==> src/rtl/uart_sync_tx.sv <==
module uart_sync_tx #(
  parameter int DATA_W        = 8,
  parameter int TICKS_PER_BIT = 16,
  parameter int BREAK_BITS    = 13
) (
  input  logic              clk,
  input  logic              rst_n,
  input  logic              tick,
  input  logic [DATA_W-1:0] in_data,
  input  logic              in_valid,
  output logic              in_ready,
  input  logic [1:0]        cfg_stop,
  input  logic              cfg_lin,
  input  logic              cfg_clk_en,
  input  logic              cfg_cpol,
  input  logic              cfg_cpha,
  input  logic              brk_req,
  output logic              txd,
  output logic              sclk,
  output logic              busy
);
  localparam int HALF  = TICKS_PER_BIT / 2;
  localparam int CNT_W = $clog2(TICKS_PER_BIT * BREAK_BITS + 1);
  localparam int IDX_W = $clog2(DATA_W);

  typedef enum logic [2:0] {S_IDLE, S_START, S_DATA, S_STOP, S_BRK, S_MARK} st_t;

  st_t               st;
  logic [CNT_W-1:0]  tc, seg_len, seg_last;
  logic [IDX_W-1:0]  bidx;
  logic [DATA_W-1:0] sh;
  logic [1:0]        stop_r;
  logic [2:0]        halves;
  logic              pend, seg_end, go_brk;

  always_comb begin
    case (stop_r)
      2'b00:   halves = 3'd2;
      2'b01:   halves = 3'd1;
      2'b10:   halves = 3'd4;
      default: halves = 3'd3;
    endcase
    case (st)
      S_STOP:  seg_len = CNT_W'(HALF) * CNT_W'(halves);
      S_BRK:   seg_len = CNT_W'(TICKS_PER_BIT * BREAK_BITS);
      default: seg_len = CNT_W'(TICKS_PER_BIT);
    endcase
  end

  assign seg_last = seg_len - CNT_W'(1);
  assign seg_end  = tick && (st != S_IDLE) && (tc == seg_last);
  assign go_brk   = pend && ((st == S_IDLE) ||
                    (seg_end && (st == S_STOP || st == S_MARK)));

  always_ff @(posedge clk) begin
    if (!rst_n) begin
      st     <= S_IDLE;
      tc     <= '0;
      bidx   <= '0;
      sh     <= '0;
      stop_r <= 2'b00;
      pend   <= 1'b0;
    end else begin
      pend <= (pend && !go_brk) || (cfg_lin && brk_req);
      if (st == S_IDLE) begin
        tc <= '0;
        if (pend) begin
          st <= S_BRK;
        end else if (in_valid) begin
          st     <= S_START;
          sh     <= in_data;
          stop_r <= cfg_stop;
          bidx   <= '0;
        end
      end else if (tick) begin
        if (!seg_end) begin
          tc <= tc + CNT_W'(1);
        end else begin
          tc <= '0;
          case (st)
            S_START: st <= S_DATA;
            S_DATA: begin
              sh <= {1'b0, sh[DATA_W-1:1]};
              if (bidx == IDX_W'(DATA_W - 1)) st <= S_STOP;
              else bidx <= bidx + IDX_W'(1);
            end
            S_BRK:   st <= S_MARK;
            default: st <= go_brk ? S_BRK : S_IDLE;
          endcase
        end
      end
    end
  end

  always_comb begin
    case (st)
      S_START, S_BRK: txd = 1'b0;
      S_DATA:         txd = sh[0];
      default:        txd = 1'b1;
    endcase
  end

  assign sclk     = cfg_cpol ^ (cfg_clk_en && (st == S_DATA) &&
                    ((tc >= CNT_W'(HALF)) ^ cfg_cpha));
  assign busy     = (st != S_IDLE);
  assign in_ready = (st == S_IDLE) && !pend;
endmodule


==> config.mk <==
export PLATFORM = sky130hd
export DESIGN_NAME = uart_sync_tx
export DESIGN_NICKNAME = d
export VERILOG_FILES = /design/src/rtl/uart_sync_tx.sv
export SDC_FILE = /design/constraint.sdc
export NUM_CORES = 1
export LEC_CHECK = 0
export ABC_AREA = 0
export BUFFER_PORTS_ARGS = -buffer_cell sky130_fd_sc_hd__buf_2
export CAP_MARGIN = 15
export CORE_MARGIN = 1
export CORE_UTILIZATION = 51
export DETAILED_ROUTE_END_ITERATION = 8
export PLACE_DENSITY = 0.73
export SETUP_SLACK_MARGIN = 0.3
export SYNTH_ARGS = -nofsm -noshare
export SYNTH_HDL_FRONTEND = slang
export SYNTH_SLANG_ARGS = --single-unit
export TNS_END_PERCENT = 30
==> constraint.sdc <==
create_clock -name clk -period 3.5 [get_ports clk]
set_input_delay 0.175 -clock clk [delete_from_list [all_inputs] [get_ports clk]]
set_output_delay 0.175 -clock clk [all_outputs]
set_load 0.02 [all_outputs]
# After elaboration in Yosys (flattened, before gate mapping)
# Index checks and enable logic that the tools add are counted.
# totals
input_bits	19
out_inout_bits	4
ff_bits	25
elab_cells	79
# op_classes
reduce_logical	26
bitwise	4
n_eq_ne	14
add_sub_neg	3
muxes	25
n_lt_le_gt_ge	1
# op_table
operator	n
$mux 8	7
$mux 3	14
$pmux 3 s3	2
$pmux 8 s2	1
$eq 3x3->1 const B	3
$logic_and 1x1->1	9
$add 8x1->8 const B	1
$eq 8x8->1	1
$ge 8x4->1 const B	1
$sub 8x1->8 const B	1
$eq 3x2->1 const B	2
$ne 2x2->1 const B	3
$ne 3x3->1 const B	2
$reduce_and 6->1	1
$reduce_bool 2->1	3
$reduce_and 5->1	1
$reduce_and 4->1	1
$reduce_or 2->1	2
$add 3x1->3 const B	1
$eq 3x1->1 const B	1
$logic_not 3->1	1
$logic_or 1x1->1	3
$reduce_and 3->1	1
$reduce_bool 3->1	1
other kinds (7)	10

# Logic depth before layout (Yosys ltp)
# Gate-level depths: netlist (run 1).
# depth
depth_word	14
ltp_mapped	11
depth_no_buf	10

# Worst setup path after synthesis (run 1)
# Ideal clock, no wire load.
# synth_timing
path_type	reg2reg
from	register stop_r[0]
to	register bidx[1]
stages_incl_launch_ff	10
synth_period_minus_slack_ns	2.402
path_slack_ns	1.098
setup_time_ns	0.072
arrival_ns	2.330
required_time_ns	3.428
path_buffers	0
path_cell_list	dfxtp_1 > inv_1 > ha_1 > and4bb_2 > ha_1 > xor2_1 > nand3_1 > a211o_4 > nor4_4 > mux2i_1
# synth_between
elab_chain_cells	8
word_cells_on_any_way	10
classes_between	add/sub: 1; eq/ne: 3; mux: 2; reduce/logical: 4
# synth_rtl
item	line_no	source
start, declared	32	logic [1:0] stop_r;
start signal, assigned	72	stop_r <= cfg_stop;
$eq 2x2->1, or another cell as far along	37	case (stop_r)
$pmux 3 s3 (*)	37	
$pmux 8 s2 (*)	43	case (st)
$sub 8x1->8 (*)	50	assign seg_last = seg_len - CNT_W'(1);
$eq 8x8->1 (*)	51	assign seg_end = tick && (st != S_IDLE) && (tc == seg_last);
$logic_and 1x1->1 (*)	51	
$reduce_bool 2->1 (no line) (*)	-	
$reduce_and 6->1 (no line) (*)	-	
end signal, assigned	85	else bidx <= bidx + IDX_W'(1);
end, declared	30	logic [IDX_W-1:0] bidx;
# Every way passes the cells marked *; elsewhere a longest branch is shown, timed or not.
# A chain may end at the register's enable or synchronous reset.

# Final worst setup path (run 1)
# layout_timing
from	register st[0]
to	register sh[0]
# layout_between
elab_chain_cells	7
word_cells_on_any_way	17
classes_between	add/sub: 1; eq/ne: 6; mux: 2; reduce/logical: 8
# layout_rtl
item	line_no	source
start, declared	28	st_t st;
start signal, assigned	88	default: st <= go_brk ? S_BRK : S_IDLE;
$eq 3x3->1 / $eq 3x2->1 (equally long branches)	43	
$pmux 8 s2	43	
$sub 8x1->8	50	
$eq 8x8->1	51	
$logic_and 1x1->1	51	
$reduce_bool 2->1 (no line)	-	
$reduce_and 5->1 (no line)	-	
end signal, assigned	71	sh <= in_data;
end signal, assigned	83	sh <= {1'b0, sh[DATA_W-1:1]};
end, declared	31	logic [DATA_W-1:0] sh;
# Several ways; a longest one is shown, not always the timed one.

==> results of run 1 <==
## cells in the final DEF (no fill, tap or decap), types with 5 or more instances in the layout
cell,n
nor2_1,14
xnor2_1,6
xor2_1,7
o22ai_1,5
a211oi_1,8
nand4_1,5
mux2i_1,7
nor3_1,14
dfxtp_1,25
a21oi_1,17
nand2_1,18
o21ai_0,6
nand3_1,7
ha_1,8
mux2_2,7
buf_2,22
inv_1,13
## tightest hold or removal path: cells and delay by family
family,cells,cell delay [ns]
AND/OR/NAND/NOR,1,0.07
buffers and inverters,1,0.07
AO/OA/AOI/OAI,1,0.06
## per-layer routing
metal	vias to the layer above	GRT usage, %	part of all wire (%)
met2	48	34.2	44
met1	739	33.8	50
met3	7	2.73	4.8
met5	-	0	0
met4	0	6.49	1.4
li1	824	-	-
## power by group
group,leakage (nW),internal (mW),switching [mW]
registers,0.204,0.311,0.0437
logic,0.502,0.126,0.198
clock network,0.0177,0.0430,0.0916
total,0.724,0.481,0.333
## cell type report
cell class                 instances  area (sq um)  share of cell area [%]
clock inverter                     1          5.00                   0.261
inverter                          15          56.3                    2.94
clock buffer                       3          22.5                    1.17
multi-input combinational        166          1160                    60.4
tap                               46          57.6                    3.00
sequential                        25           500                    26.1
timing repair buffer              23           118                    6.13
## cells by family (layout without fill, tap and decap cells)
group | Yosys count | count (layout) | synth area share, %
compound gates | 53 | 53 | 21.1
xor+xnor | 13 | 13 | 6.39
fa+ha+maj | 8 | 8 | 5.62
buf+inv | 28 | 42 | 6.82
flops | 25 | 25 | 28.1
mux | 14 | 14 | 8.36
simple gates | 78 | 78 | 23.6
## cell usage after synthesis (2+ instances only)
library cell | count | area [sq um]
a211oi_1 | 8 | 60.1
a21oi_1 | 17 | 85.1
a221oi_1 | 2 | 17.5
a22oi_1 | 2 | 15.0
buf_4 | 4 | 30.0
clkbuf_1 | 7 | 26.3
clkinv_1 | 2 | 7.51
dfxtp_1 | 25 | 500
ha_1 | 8 | 100
inv_1 | 13 | 48.8
mux2_2 | 7 | 78.8
mux2i_1 | 7 | 70.1
nand2_1 | 18 | 67.6
nand2b_1 | 3 | 18.8
nand3_1 | 7 | 35.0
nand4_1 | 5 | 31.3
nor2_1 | 14 | 52.6
nor3_1 | 14 | 70.1
nor4_1 | 3 | 18.8
o2111ai_1 | 2 | 17.5
o21ai_0 | 6 | 30.0
o22ai_1 | 5 | 31.3
or2_2 | 2 | 12.5
xnor2_1 | 6 | 52.6
xor2_1 | 7 | 61.3
## path summary, 6_finish.rpt
check                              from  endpoint  slack [ns]  cells past startpoint
worst min-delay path            brk_req      pend        0.07                      3
worst min register to register  bidx[1]   bidx[1]        0.50                      2
worst max-delay path              st[0]     sh[0]        0.74                      8
worst max register to register    st[0]     sh[0]        0.74                      8
## sequential cells by signal, summed over array words and instances (netlist names)
| signal | flops |
|---|---|
| bidx | 3 |
| pend | 1 |
| sh | 8 |
| st | 3 |
| stop_r | 2 |
| tc | 8 |
==> impl_metrics.ini, run 1 <==
[status]
status = complete, no violations

[pwr]
leakagePower_nw = 0.724
peakVddDrop_v = 0.000188
power.total_mw = 0.814
power_density_nw_per_um2 = 424

[final_layout]
drive_above_1_share_pct = 18.5
nNetsFinal = 261
area_delta_synth_final_pct = 7.73
final_area_sq_um = 1920
final_cells = 279
fin_util_pct = 57.5
diodes = 0
fill_cells = 335

[placed_design]
place_area_sq_um = 1890
dp_hpwl_um = 2810
pre_cts_ws_ns = 0.771
port_buffers = 22
dp_cells = 275
place.gp.congestion = 0.855

[floorplanning]
io_pins = 23
initial_core_util_pct = 53.4
rows = 21
die_height_um = 61.1
die-width_um = 61.1
coreArea_sq_um = 3340
dieArea_sq_um = 3730

[global_route]
grt_first_pass_wirelength_um = 6270
track_usage_pct = 22.6
grt-ovfl-total = 0
grt_max_degree = 18
grt_pass1_vias = 1327
antenna_found_initial = 0

[routing]
postRouteAntennaNets = 0
firstDrtPassIters = 4
route.detailed.drc = 0
routed_via_density = 5.80
wirelength_um = 3890
vias = 1618
drtIter0Drc = 69
wl_per_cell_um = 13.9

[setup_path]
critPathKind = reg -> reg
cp.arrival_ns = 2.98
crit_buf_inv = 0
end_kind = flip-flop
crit_chain = nand3b_1 -> or2_2 -> ha_1 -> xor2_1 -> nand3_1 -> a211o_4 -> nor2_4 -> a211oi_1
critPathMaxFanout = 16
worstSetupStartpointType = flip-flop
crit_required_ns = 3.72
worst_path_max_delay_cell = dfxtp_1
critical_path.top_delay_family = simple AND/OR/NAND/NOR gates
slowest_delay_ns = 0.65

[sta]
whs_ns = 0.0661
slew_headroom_pct = 59.4
worstMarginPinSlew_ns = 0.601
finalSetupViolCount = 0
drv_slew = 0
fin_ws_ns = 0.738
rsz0062_at_grt = no
fmax_mhz = 362
hold_violations = 0
tns_ns = 0
finalCriticalPeriod_ns = 2.76
finalClockSkew_ns = 0.00527
period_share_pct = 78.9

[cts]
numCtsBuffers = 3
cts_setup_buffers = 0
numClockSinks = 25
clock_path_buffers = 2
clkTransAtPathRegs_ns = 0.14
clk_latency_ns = 0.33
htree_levels = 1
cts_tree = yes
cts_hold_buf = 0
cts_resized = 0
cts_root_buf = clkbuf_4

[logic_synthesis]
synth.net_count = 246
synth_flop_cell = dfxtp_1
ys_warn_count = 0
ys_seq_elements = 25
synth_edf_count = 0
avgSynthCellArea_sq_um = 8.13
async_flop_share_pct = 0
syn_area_sq_um = 1780
ys_types = 50
syn_inst = 219
seq_area_frac_synth_pct = 28.1

[run]
maxCapViolations = 0

[worst_hold_path]
hp-class = in -> reg
No activity file was read; power rests on OpenSTA's default activity.
==> run 2, diff against run 1 <==
--- a/config.mk
+++ b/config.mk
@@ -11,7 +11,7 @@
 export CORE_MARGIN = 1
 export CORE_UTILIZATION = 51
 export DETAILED_ROUTE_END_ITERATION = 8
-export PLACE_DENSITY = 0.73
+export PLACE_DENSITY = 0.76
 export SETUP_SLACK_MARGIN = 0.3
 export SYNTH_ARGS = -nofsm -noshare
 export SYNTH_HDL_FRONTEND = slang
==> constraint.sdc (replaced) <==
create_clock -name clk -period 2.25 [get_ports clk]
set_input_delay 0.1125 -clock clk [delete_from_list [all_inputs] [get_ports clk]]
set_output_delay 0.1125 -clock clk [all_outputs]
set_load 0.02 [all_outputs]
==> run 2 against run 1 <==
The flow now finishes with violations (hold timing, setup timing). Die area unchanged. Final area increased by 18%. Global-route usage increased by 3.4 points. Clock power increased by 59%. Via count increased by 9.6%. Sequential share of layout area decreased by 3.6 points. Sequential cell count unchanged. Clock-buffer cell count increased by 1. Setup slack got worse by 0.88 ns.
==> impl_metrics.ini, run 2 (same netlist as run 1, synthesis figures left out) <==
[status]
status = finished, violations left
violations = hold timing, setup timing

[sta]
slew_headroom_pct = 66.6
finalClockSkew_ns = 0.00326
fin_ws_ns = -0.144
rsz0062_at_grt = yes
finalSetupViolCount = 22
period_share_pct = 106
whs_ns = -0.00669
hold_violations = 1
worstMarginPinSlew_ns = 0.496
fmax_mhz = 418
drv_slew = 0
finalCriticalPeriod_ns = 2.39

[placed_design]
place_area_sq_um = 2100
dp_hpwl_um = 3230
place.gp.congestion = 0.870
port_buffers = 22

[setup_path]
critPathKind = reg -> reg
end_kind = flip-flop
worstSetupStartpointType = flip-flop
crit_required_ns = 2.52
cp.arrival_ns = 2.66
critPathMaxFanout = 7

[global_route]
grt_first_pass_wirelength_um = 7070
grt-ovfl-total = 0
grt_max_degree = 23
grt_pass1_vias = 1513
antenna_found_initial = 0
track_usage_pct = 26.0

[final_layout]
final_cell_mix = dfxtp_1, buf_2, nand2_1, buf_4, a21oi_1
fill_cells = 289
final_area_sq_um = 2260
diodes = 0
top_regs = sh x8, tc x8
nNetsFinal = 284
fin_util_pct = 67.7
drive_above_1_share_pct = 33.6
multi_input_area_sq_um = 1280
regArea_sq_um = 508
area_delta_synth_final_pct = 26.8
final_common_cell = dfxtp_1

[pwr]
leakagePower_nw = 0.864
peakVddDrop_v = 0.000384
power.total_mw = 1.49
power_density_nw_per_um2 = 661

[floorplanning]
dieArea_sq_um = 3730
io_pins = 23
coreArea_sq_um = 3340
die-width_um = 61.1
initial_core_util_pct = 53.4
die_height_um = 61.1
rows = 21

[routing]
vias = 1774
firstDrtPassIters = 4
drtIter0Drc = 154
wirelength_um = 4630
wl_per_cell_um = 15.3
routed_via_density = 5.87
postRouteAntennaNets = 0
route.detailed.drc = 0

[cts]
clock_path_buffers = 2
numCtsBuffers = 3
clk_latency_ns = 0.33
cts_tree = yes
cts_root_buf = clkbuf_4
htree_levels = 1
numClockSinks = 25
cts_hold_buf = 0
clkTransAtPathRegs_ns = 0.14

[worst_hold_path]
hp-class = in -> reg

[run]
maxCapViolations = 0
run 2: cell type report:
cell class	instances	area share (%)
Tap cell	46	2.55
Timing Repair Buffer	46	14.4
Clock buffer	4	1.16
Multi-Input combinational cell	166	56.8
Sequential cell	25	22.5
Inverter	15	2.60
run 2: routing by layer:
metal | wire length (um) | track usage (%)
met2 | 2210 | 41.3
met4 | 74 | 10.1
met1 | 2160 | 35.8
met5 | 0 | 0
met3 | 185 | 3.78
run 2: path summary, 6_finish.rpt:
path,from,end,slack [ns],cells past startpoint
worst max register to register,stop_r[0],sh[1],-0.14,11
worst max-delay path,stop_r[0],sh[1],-0.14,11
worst min-delay path,cfg_stop[0],stop_r[0],-0.007,3
worst min register to register,bidx[1],bidx[1],0.52,2
run 2: power breakdown:
group / switching, mW / internal (mW)
Sequential: 0.0357 / 0.486
Combinational: 0.417 / 0.340
Clock: 0.144 / 0.0698
run 2: metrics by stage:
step	setup TNS [ns]	hold WS (ns)	setup WS, ns	std cells
finish	-1.88	-0.00669	-0.144	302
global route	-3.27	0.00161	-0.214	302
CTS	-1.66	0.00458	-0.119	301
detailed placement	-2.18	0.354	-0.200	295
global placement	-0.978	0.344	-0.123	295
floorplan	-0.160	0.253	-0.0799	219
run 2: worst max-delay path, cell delays in order, from the launching register on:
cell and delay [ns]:
dfxtp_4 0.40, inv_4 0.04, ha_4 0.24, and4bb_2 0.25, ha_4 0.28, xor2_2 0.15
nand3_2 0.12, buf_6 0.14, a211oi_4 0.27, buf_6 0.18, a21oi_1 0.07, a211oi_2 0.18
run 2: what timing repair did:
| item | in CTS | in global routing |
|---|---|---|
| endpoints found under the setup margin | 24 | 27 |
| pin swaps | 12 | 7 |
| resized for setup | 16 | 10 |
| setup buffers | 2 | 1 |
